$ cat src/rtl/iot_timing_pkg.sv
package iot_timing_pkg;

    // Capture position codes; the encoding is decoded by software-facing logic
    typedef enum logic [1:0] {
        CAP_EARLY2  = 2'd0,
        CAP_EARLY1  = 2'd1,
        CAP_NOMINAL = 2'd2,
        CAP_LATE1   = 2'd3
    } cap_pos_e;

    // Positions in the predicted-strobe pipeline from the engine
    localparam int TAP_EARLY2  = 0;
    localparam int TAP_EARLY1  = 1;
    localparam int TAP_NOMINAL = 2;
    localparam int N_TAPS      = 3;

endpackage

$ cat src/rtl/iot_cfg_hold.sv
module iot_cfg_hold
    import iot_timing_pkg::*;
#(
    parameter int SEL_W = 2
) (
    input  logic             clk,
    input  logic             rst_n,
    input  logic             burst_active,
    input  logic [SEL_W-1:0] in_code_i,
    input  logic [SEL_W-1:0] out_code_i,
    input  cap_pos_e         cap_code_i,
    output logic [SEL_W-1:0] in_sel_o,
    output logic [SEL_W-1:0] out_sel_o,
    output cap_pos_e         cap_sel_o
);

    typedef struct packed {
        logic [SEL_W-1:0] in_sel;
        logic [SEL_W-1:0] out_sel;
        cap_pos_e         cap_sel;
    } cfg_t;

    cfg_t cfg_d, cfg_q;

    always_comb begin
        cfg_d = cfg_q;
        if (!burst_active) begin
            cfg_d.in_sel  = in_code_i;
            cfg_d.out_sel = out_code_i;
            cfg_d.cap_sel = cap_code_i;
        end
    end

    always_ff @(posedge clk or negedge rst_n) begin
        if (!rst_n) begin
            cfg_q <= '{in_sel: '0, out_sel: '0, cap_sel: CAP_EARLY2};
        end else begin
            cfg_q <= cfg_d;
        end
    end

    assign in_sel_o  = cfg_q.in_sel;
    assign out_sel_o = cfg_q.out_sel;
    assign cap_sel_o = cfg_q.cap_sel;

    // settings frozen across a burst
    p_cfg_hold_r8: assert property (@(posedge clk) disable iff (!rst_n)
        burst_active |=> ($stable(in_sel_o) && $stable(out_sel_o) && $stable(cap_sel_o)));

    // an idle edge loads the requested codes
    p_cfg_load_r9: assert property (@(posedge clk) disable iff (!rst_n)
        !burst_active |=> (in_sel_o == $past(in_code_i)) && (cap_sel_o == $past(cap_code_i)));

endmodule

$ cat src/rtl/iot_delay_line.sv
module iot_delay_line #(
    parameter int DEPTH = 3,
    parameter int SEL_W = $clog2(DEPTH + 1)
) (
    input  logic             clk,
    input  logic             rst_n,
    input  logic             din,
    input  logic [SEL_W-1:0] sel,
    output logic             dout
);

    typedef struct packed {
        logic [DEPTH-1:0] stg;
    } dl_state_t;

    dl_state_t state_d, state_q;
    logic [DEPTH:0] taps;

    // Tap 0 is the undelayed input, tap k is k cycles old
    assign taps[0] = din;
    for (genvar gi = 0; gi < DEPTH; gi++) begin : g_tap
        assign taps[gi+1] = state_q.stg[gi];
    end

    always_comb begin
        state_d        = state_q;
        state_d.stg[0] = din;
        for (int i = 1; i < DEPTH; i++) begin
            state_d.stg[i] = state_q.stg[i-1];
        end
    end

    always_ff @(posedge clk or negedge rst_n) begin
        if (!rst_n) begin
            state_q <= '0;
        end else begin
            state_q <= state_d;
        end
    end

    assign dout = taps[sel];

endmodule

$ cat src/rtl/iot_strobe_sel.sv
module iot_strobe_sel
    import iot_timing_pkg::*;
(
    input  logic              clk,
    input  logic              rst_n,
    input  logic [N_TAPS-1:0] pre_strobe_i,
    input  cap_pos_e          sel_i,
    output logic              strobe_o
);

    typedef struct packed {
        logic late;
    } ss_state_t;

    ss_state_t state_d, state_q;

    always_comb begin
        state_d.late = pre_strobe_i[TAP_NOMINAL];
        unique case (sel_i)
            CAP_EARLY2:  strobe_o = pre_strobe_i[TAP_EARLY2];
            CAP_EARLY1:  strobe_o = pre_strobe_i[TAP_EARLY1];
            CAP_NOMINAL: strobe_o = pre_strobe_i[TAP_NOMINAL];
            default:     strobe_o = state_q.late;
        endcase
    end

    always_ff @(posedge clk or negedge rst_n) begin
        if (!rst_n) begin
            state_q <= '0;
        end else begin
            state_q <= state_d;
        end
    end

    // late capture trails the nominal tap by one cycle
    p_cap_late_r7: assert property (@(posedge clk) disable iff (!rst_n)
        (sel_i == CAP_LATE1 && $past(rst_n)) |-> (strobe_o == $past(pre_strobe_i[TAP_NOMINAL])));

endmodule

$ cat src/rtl/spi_io_timing.sv
module spi_io_timing
    import iot_timing_pkg::*;
#(
    parameter int DLY_DEPTH = 3,
    localparam int SEL_W    = $clog2(DLY_DEPTH + 1)
) (
    input  logic              clk,
    input  logic              rst_n,
    input  logic              burst_active,
    input  logic [SEL_W-1:0]  in_dly_code,
    input  logic [SEL_W-1:0]  out_dly_code,
    input  logic [1:0]        cap_code,
    input  logic              miso_raw,
    input  logic              mosi_raw,
    input  logic [N_TAPS-1:0] pre_strobe,
    output logic              miso_dly,
    output logic              mosi_dly,
    output logic              cap_strobe
);

    logic [SEL_W-1:0] in_sel;
    logic [SEL_W-1:0] out_sel;
    cap_pos_e         cap_sel;

    iot_cfg_hold #(.SEL_W(SEL_W)) i_cfg (
        .clk          (clk),
        .rst_n        (rst_n),
        .burst_active (burst_active),
        .in_code_i    (in_dly_code),
        .out_code_i   (out_dly_code),
        .cap_code_i   (cap_pos_e'(cap_code)),
        .in_sel_o     (in_sel),
        .out_sel_o    (out_sel),
        .cap_sel_o    (cap_sel)
    );

    iot_delay_line #(.DEPTH(DLY_DEPTH), .SEL_W(SEL_W)) i_miso_dl (
        .clk   (clk),
        .rst_n (rst_n),
        .din   (miso_raw),
        .sel   (in_sel),
        .dout  (miso_dly)
    );

    iot_delay_line #(.DEPTH(DLY_DEPTH), .SEL_W(SEL_W)) i_mosi_dl (
        .clk   (clk),
        .rst_n (rst_n),
        .din   (mosi_raw),
        .sel   (out_sel),
        .dout  (mosi_dly)
    );

    iot_strobe_sel i_strobe (
        .clk          (clk),
        .rst_n        (rst_n),
        .pre_strobe_i (pre_strobe),
        .sel_i        (cap_sel),
        .strobe_o     (cap_strobe)
    );

    // one-cycle input delay
    p_miso_dly1_r2: assert property (@(posedge clk) disable iff (!rst_n)
        (in_sel == SEL_W'(1) && $past(rst_n)) |-> (miso_dly == $past(miso_raw)));

    // one-cycle output delay
    p_mosi_dly1_r3: assert property (@(posedge clk) disable iff (!rst_n)
        (out_sel == SEL_W'(1) && $past(rst_n)) |-> (mosi_dly == $past(mosi_raw)));

endmodule

$ cat config.mk
export PLATFORM = sky130hd
export DESIGN_NAME = spi_io_timing
export DESIGN_NICKNAME = d
export VERILOG_FILES = /design/src/rtl/iot_timing_pkg.sv /design/src/rtl/iot_cfg_hold.sv /design/src/rtl/iot_delay_line.sv /design/src/rtl/iot_strobe_sel.sv /design/src/rtl/spi_io_timing.sv
export SDC_FILE = /design/constraint.sdc
export NUM_CORES = 1
export LEC_CHECK = 0
export ABC_AREA = 1
export BUFFER_PORTS_ARGS = -buffer_cell sky130_fd_sc_hd__clkbuf_2
export CORE_AREA = 4 4 41 43
export DETAILED_ROUTE_END_ITERATION = 6
export DIE_AREA = 0 0 45 47
export PLACE_DENSITY = 0.66
export RECOVER_POWER = 25
export SLEW_MARGIN = 20
export SYNTH_ARGS = -nofsm -noshare
export SYNTH_HDL_FRONTEND = slang
export SYNTH_SLANG_ARGS = --single-unit
$ cat constraint.sdc
create_clock -name clk -period 0.83 [get_ports clk]
set_clock_uncertainty 0.05 [all_clocks]
set_input_delay 0.0415 -clock clk [delete_from_list [all_inputs] [get_ports clk]]
set_output_delay 0.0415 -clock clk [all_outputs]
set_load 0.02 [all_outputs]
==> summary.md <==
| Metric | Value |
|---|---|
| Overall fraction of global-route tracks in use | 0.1252 |
| FF-to-FF setup slack | -0.08 ns |
| Max cap viols | 0 |
| Class of the tightest hold or removal check | in -> reg |
| Most frequent cell after synthesis | sky130_fd_sc_hd__inv_1 |
| Master cell of the clock root buffer | sky130_fd_sc_hd__clkbuf_4 |
| Total Wirelength | 1.068 mm |
| Final core utilization | 0.6462 |
| Count of flip-flops with a built-in enable after synthesis | 0 |
| First-pass GRT wire length | 1.911 mm |
| Largest area contributor in the netlist | sky130_fd_sc_hd__dfrtp_1 |
| Slew at the pin closest to its max-slew limit | 0.3217 ns |
| Global placer's final weighted congestion | 0.7192 |
| Number of global-route vias before repair | 483 |
| Final routed wire length divided by cell count | 9.368 microns |
| Critical path data required time | 0.74 ns |
| Antenna-violating nets left | 0 |
| Violations in the final reports | setup timing |
| Final nets | 114 |
| Layout Cells excl Fill | 114 |
| Leak Pwr | 0.4781 nW |
| Source-to-sink clock delay at the later pin of the worst-skew pair | 0.26 ns |
| Fraction of synthesized cell area taken by the top area cell type | 0.5991 |
| Core area | 0.001301 sq mm |
| Min-Delay Path Depth | 2 |
| Least setup slack across all paths after layout | -0.3612 ns |
| Accumulated negative setup slack | -1.165 ns |
| Worst reg2reg path depth | 4 |
| Pwr Total | 1.400 mW |
| Total half-perimeter wirelength after legalization and detailed placement | 727.8 microns |
| Reg-to-reg endpoint | i_cfg.cap_sel_o[1] |
| Drt drc | 0 |
| Count of distinct cell types in the synthesized netlist | 7 |
| Seq/Total Area, Yosys | 0.5991 |
| Die area | 0.002115 sq mm |
| Maximum number of pins on one net before global-route repair | 14 |
| Arrival time at the worst endpoint | 1.10 ns |
| Fraction of registers with async set or reset after synthesis | 1.000 |
| Fill count | 109 |
| Number of buffers on the longest clock path | 2 |
| Die height | 47 microns |
| Port Buffer Count | 16 |
| Synth top cells by count | 18 x sky130_fd_sc_hd__inv_1, 15 x sky130_fd_sc_hd__nand2_1, 13 x sky130_fd_sc_hd__dfrtp_1 |
| Fin. Hold Viols | 0 |
| Portion of the clock cycle consumed by the worst path in the final layout | 1.435 |
| Number of vias per cell | 4.421 |
| Worst Hold Path EP | i_cfg.in_sel_o[0] |
| Via total after detailed routing | 504 |
| Fraction of layout instances using a drive strength above 1 | 0.3232 |
| Leading cell types by total area after synthesis | sky130_fd_sc_hd__dfrtp_1 60%, sky130_fd_sc_hd__inv_1 12%, sky130_fd_sc_hd__nand2_1 10%, sky130_fd_sc_hd__a21oi_1 5.5%, sky130_fd_sc_hd__nand3_1 5.5% |
| Post-synth design cell area | 543.0 sq um |
| Number of levels the H-tree was split into | 1 |
| Largest fanout of any net on the critical path | 3 |
| Post-synthesis to final-layout area growth | 54.84% |
| TritonCTS Buffers | 3 |
| First-pass DRT Iterations | 4 |
| Crit path capture type | output pin |
| Total inserted antenna cells | 0 |
| Upper clock frequency limit | 839.5 MHz |
| Post-Place Cells | 97 |
| Status | complete, but fails checks |
| Critical path launch point type | flop |
| DRT iter0 DRCs | 5 |
| CTS tree | done |
| # IOs | 17 |
| Remaining global-route overflow | 0 |
| Total of warnings raised by yosys | 0 |
| Starting density of the core | 0.4173 |
| Number of sinks driven by the clock tree | 13 |
| Startpoint of the most critical register-to-register path | i_cfg.cap_sel_o[1] |
| Slew Limit Headroom | 0.7855 |
| Final max-slew violation count | 0 |
| Number of standard-cell rows in the floorplan | 13 |
| Placement Cell Area | 645.6 sq um |
| Total of endpoints with negative setup slack in the final report | 5 |
| Clock transition time at the flip-flop clock pins of the worst setup and hold paths | 0.08 ns |
| Mean instance size in the synthesized netlist | 8.354 sq um |
| Number of synthesized register bits | 13 |
| Layout Cell Area excl Fill | 840.8 sq um |
| Number of antenna violations at the first check in global routing | 0 |
| Setup Crit Path Kind | reg -> out |
| Nets in the synthesized netlist | 79 |
| Setup repair after global routing missed its margin | yes |
| Max rail drop VDD | 0.9035 mV |
| Synth Instances | 65 |
| Die Width | 45 microns |
| Startpoint of the tightest hold check path | burst_active |
| Primary FF master, synth | sky130_fd_sc_hd__dfrtp_1 |
| Pwr per Cell Area | 1665 mW/mm^2 |
| Final min period | 1.191 ns |
[how the worst max path moves through the flow]
stage	start	endpoint
after floorplan	i_cfg.in_sel_o[0]	miso_dly
after global placement	i_cfg.in_sel_o[0]	miso_dly
after detailed placement	i_cfg.cap_sel_o[1]	cap_strobe
after CTS	i_cfg.cap_sel_o[1]	cap_strobe
after global routing	i_cfg.in_sel_o[0]	miso_dly
final	i_cfg.cap_sel_o[1]	cap_strobe
[cell type report]
| class | count | area, sq um | area share |
|---|---|---|---|
| flip-flops and latches | 13 | 325.3 | 0.3869 |
| well taps | 15 | 18.77 | 0.02232 |
| multi-input cells | 33 | 157.7 | 0.1875 |
| inverters | 18 | 67.56 | 0.08036 |
| repair buffers | 31 | 245.2 | 0.2917 |
| clock buffers | 4 | 26.28 | 0.03125 |
[metal layers]
| metal | track usage | up-vias | part of all wire |
|---|---|---|---|
| met4 | 0.03509 | 0 | 0.010 |
| met3 | 0.03831 | 2 | 0.056 |
| met5 | 0 | - | 0 |
| met1 | 0.1619 | 227 | 0.46 |
| met2 | 0.2034 | 12 | 0.48 |
| li1 | - | 263 | - |
[kinds of logic (layout without fill, tap and decap cells)]
family                 Yosys count  in the layout  share of synthesized area
DFF                             13             13                     0.5991
buffers and inverters           19             53                     0.1452
AOI/OAI and AO/OA                6              6                    0.05530
and+or+nand+nor                 27             27                     0.2005
[power breakdown]
part	leakage, nW	switching, mW	internal, mW
clock	0.0150	0.198	0.186
combinational	0.315	0.145	0.169
sequential	0.148	0.0255	0.676
[cell usage in the layout, fill, tap and decap left out]
master,n
sky130_fd_sc_hd__nand3_1,5
sky130_fd_sc_hd__a21oi_2,3
sky130_fd_sc_hd__clkbuf_2,13
sky130_fd_sc_hd__dlygate4sd3_1,10
sky130_fd_sc_hd__nor2_1,6
sky130_fd_sc_hd__dfrtp_1,13
sky130_fd_sc_hd__clkbuf_1,1
sky130_fd_sc_hd__a21oi_1,3
sky130_fd_sc_hd__nand2_2,1
sky130_fd_sc_hd__nand2_1,14
sky130_fd_sc_hd__inv_1,15
sky130_fd_sc_hd__clkbuf_4,3
sky130_fd_sc_hd__inv_2,3
sky130_fd_sc_hd__buf_4,4
sky130_fd_sc_hd__clkbuf_8,2
sky130_fd_sc_hd__nand3_2,1
sky130_fd_sc_hd__buf_6,2
[worst max-delay path: stages (launching register included)]
cell,delay [ns]
sky130_fd_sc_hd__dfrtp_1,0.41
sky130_fd_sc_hd__inv_2,0.08
sky130_fd_sc_hd__nand2_1,0.05
sky130_fd_sc_hd__nand3_1,0.07
sky130_fd_sc_hd__nand2_1,0.07
sky130_fd_sc_hd__clkbuf_8,0.15
[sequential cells by signal, indices dropped and copies added (netlist names)]
| signal | count |
|---|---|
| i_miso_dl.state_q | 3 |
| i_mosi_dl.state_q | 3 |
| i_cfg.cap_sel_o | 2 |
| i_cfg.in_sel_o | 2 |
| i_cfg.out_sel_o | 2 |
| i_strobe.state_q | 1 |
[metrics by stage]
step / setup WS, ns / hold slack (ns)
finish: -0.3612 / 0.07403
global route: -0.4171 / 0.09039
CTS: -0.3211 / 0.05983
detailed placement: -0.03872 / -0.09836
global placement: -0.04607 / -0.1019
floorplan: 0.05875 / -0.3041
[what timing repair did]
action,CTS,global route
hold buffers,10,0
setup endpoints to repair,3,6
endpoints found under the hold margin,22,0
buffers inserted,2,2
gates resized for setup,8,8
pin swaps,3,4
No activity file was read; power rests on OpenSTA's default activity.
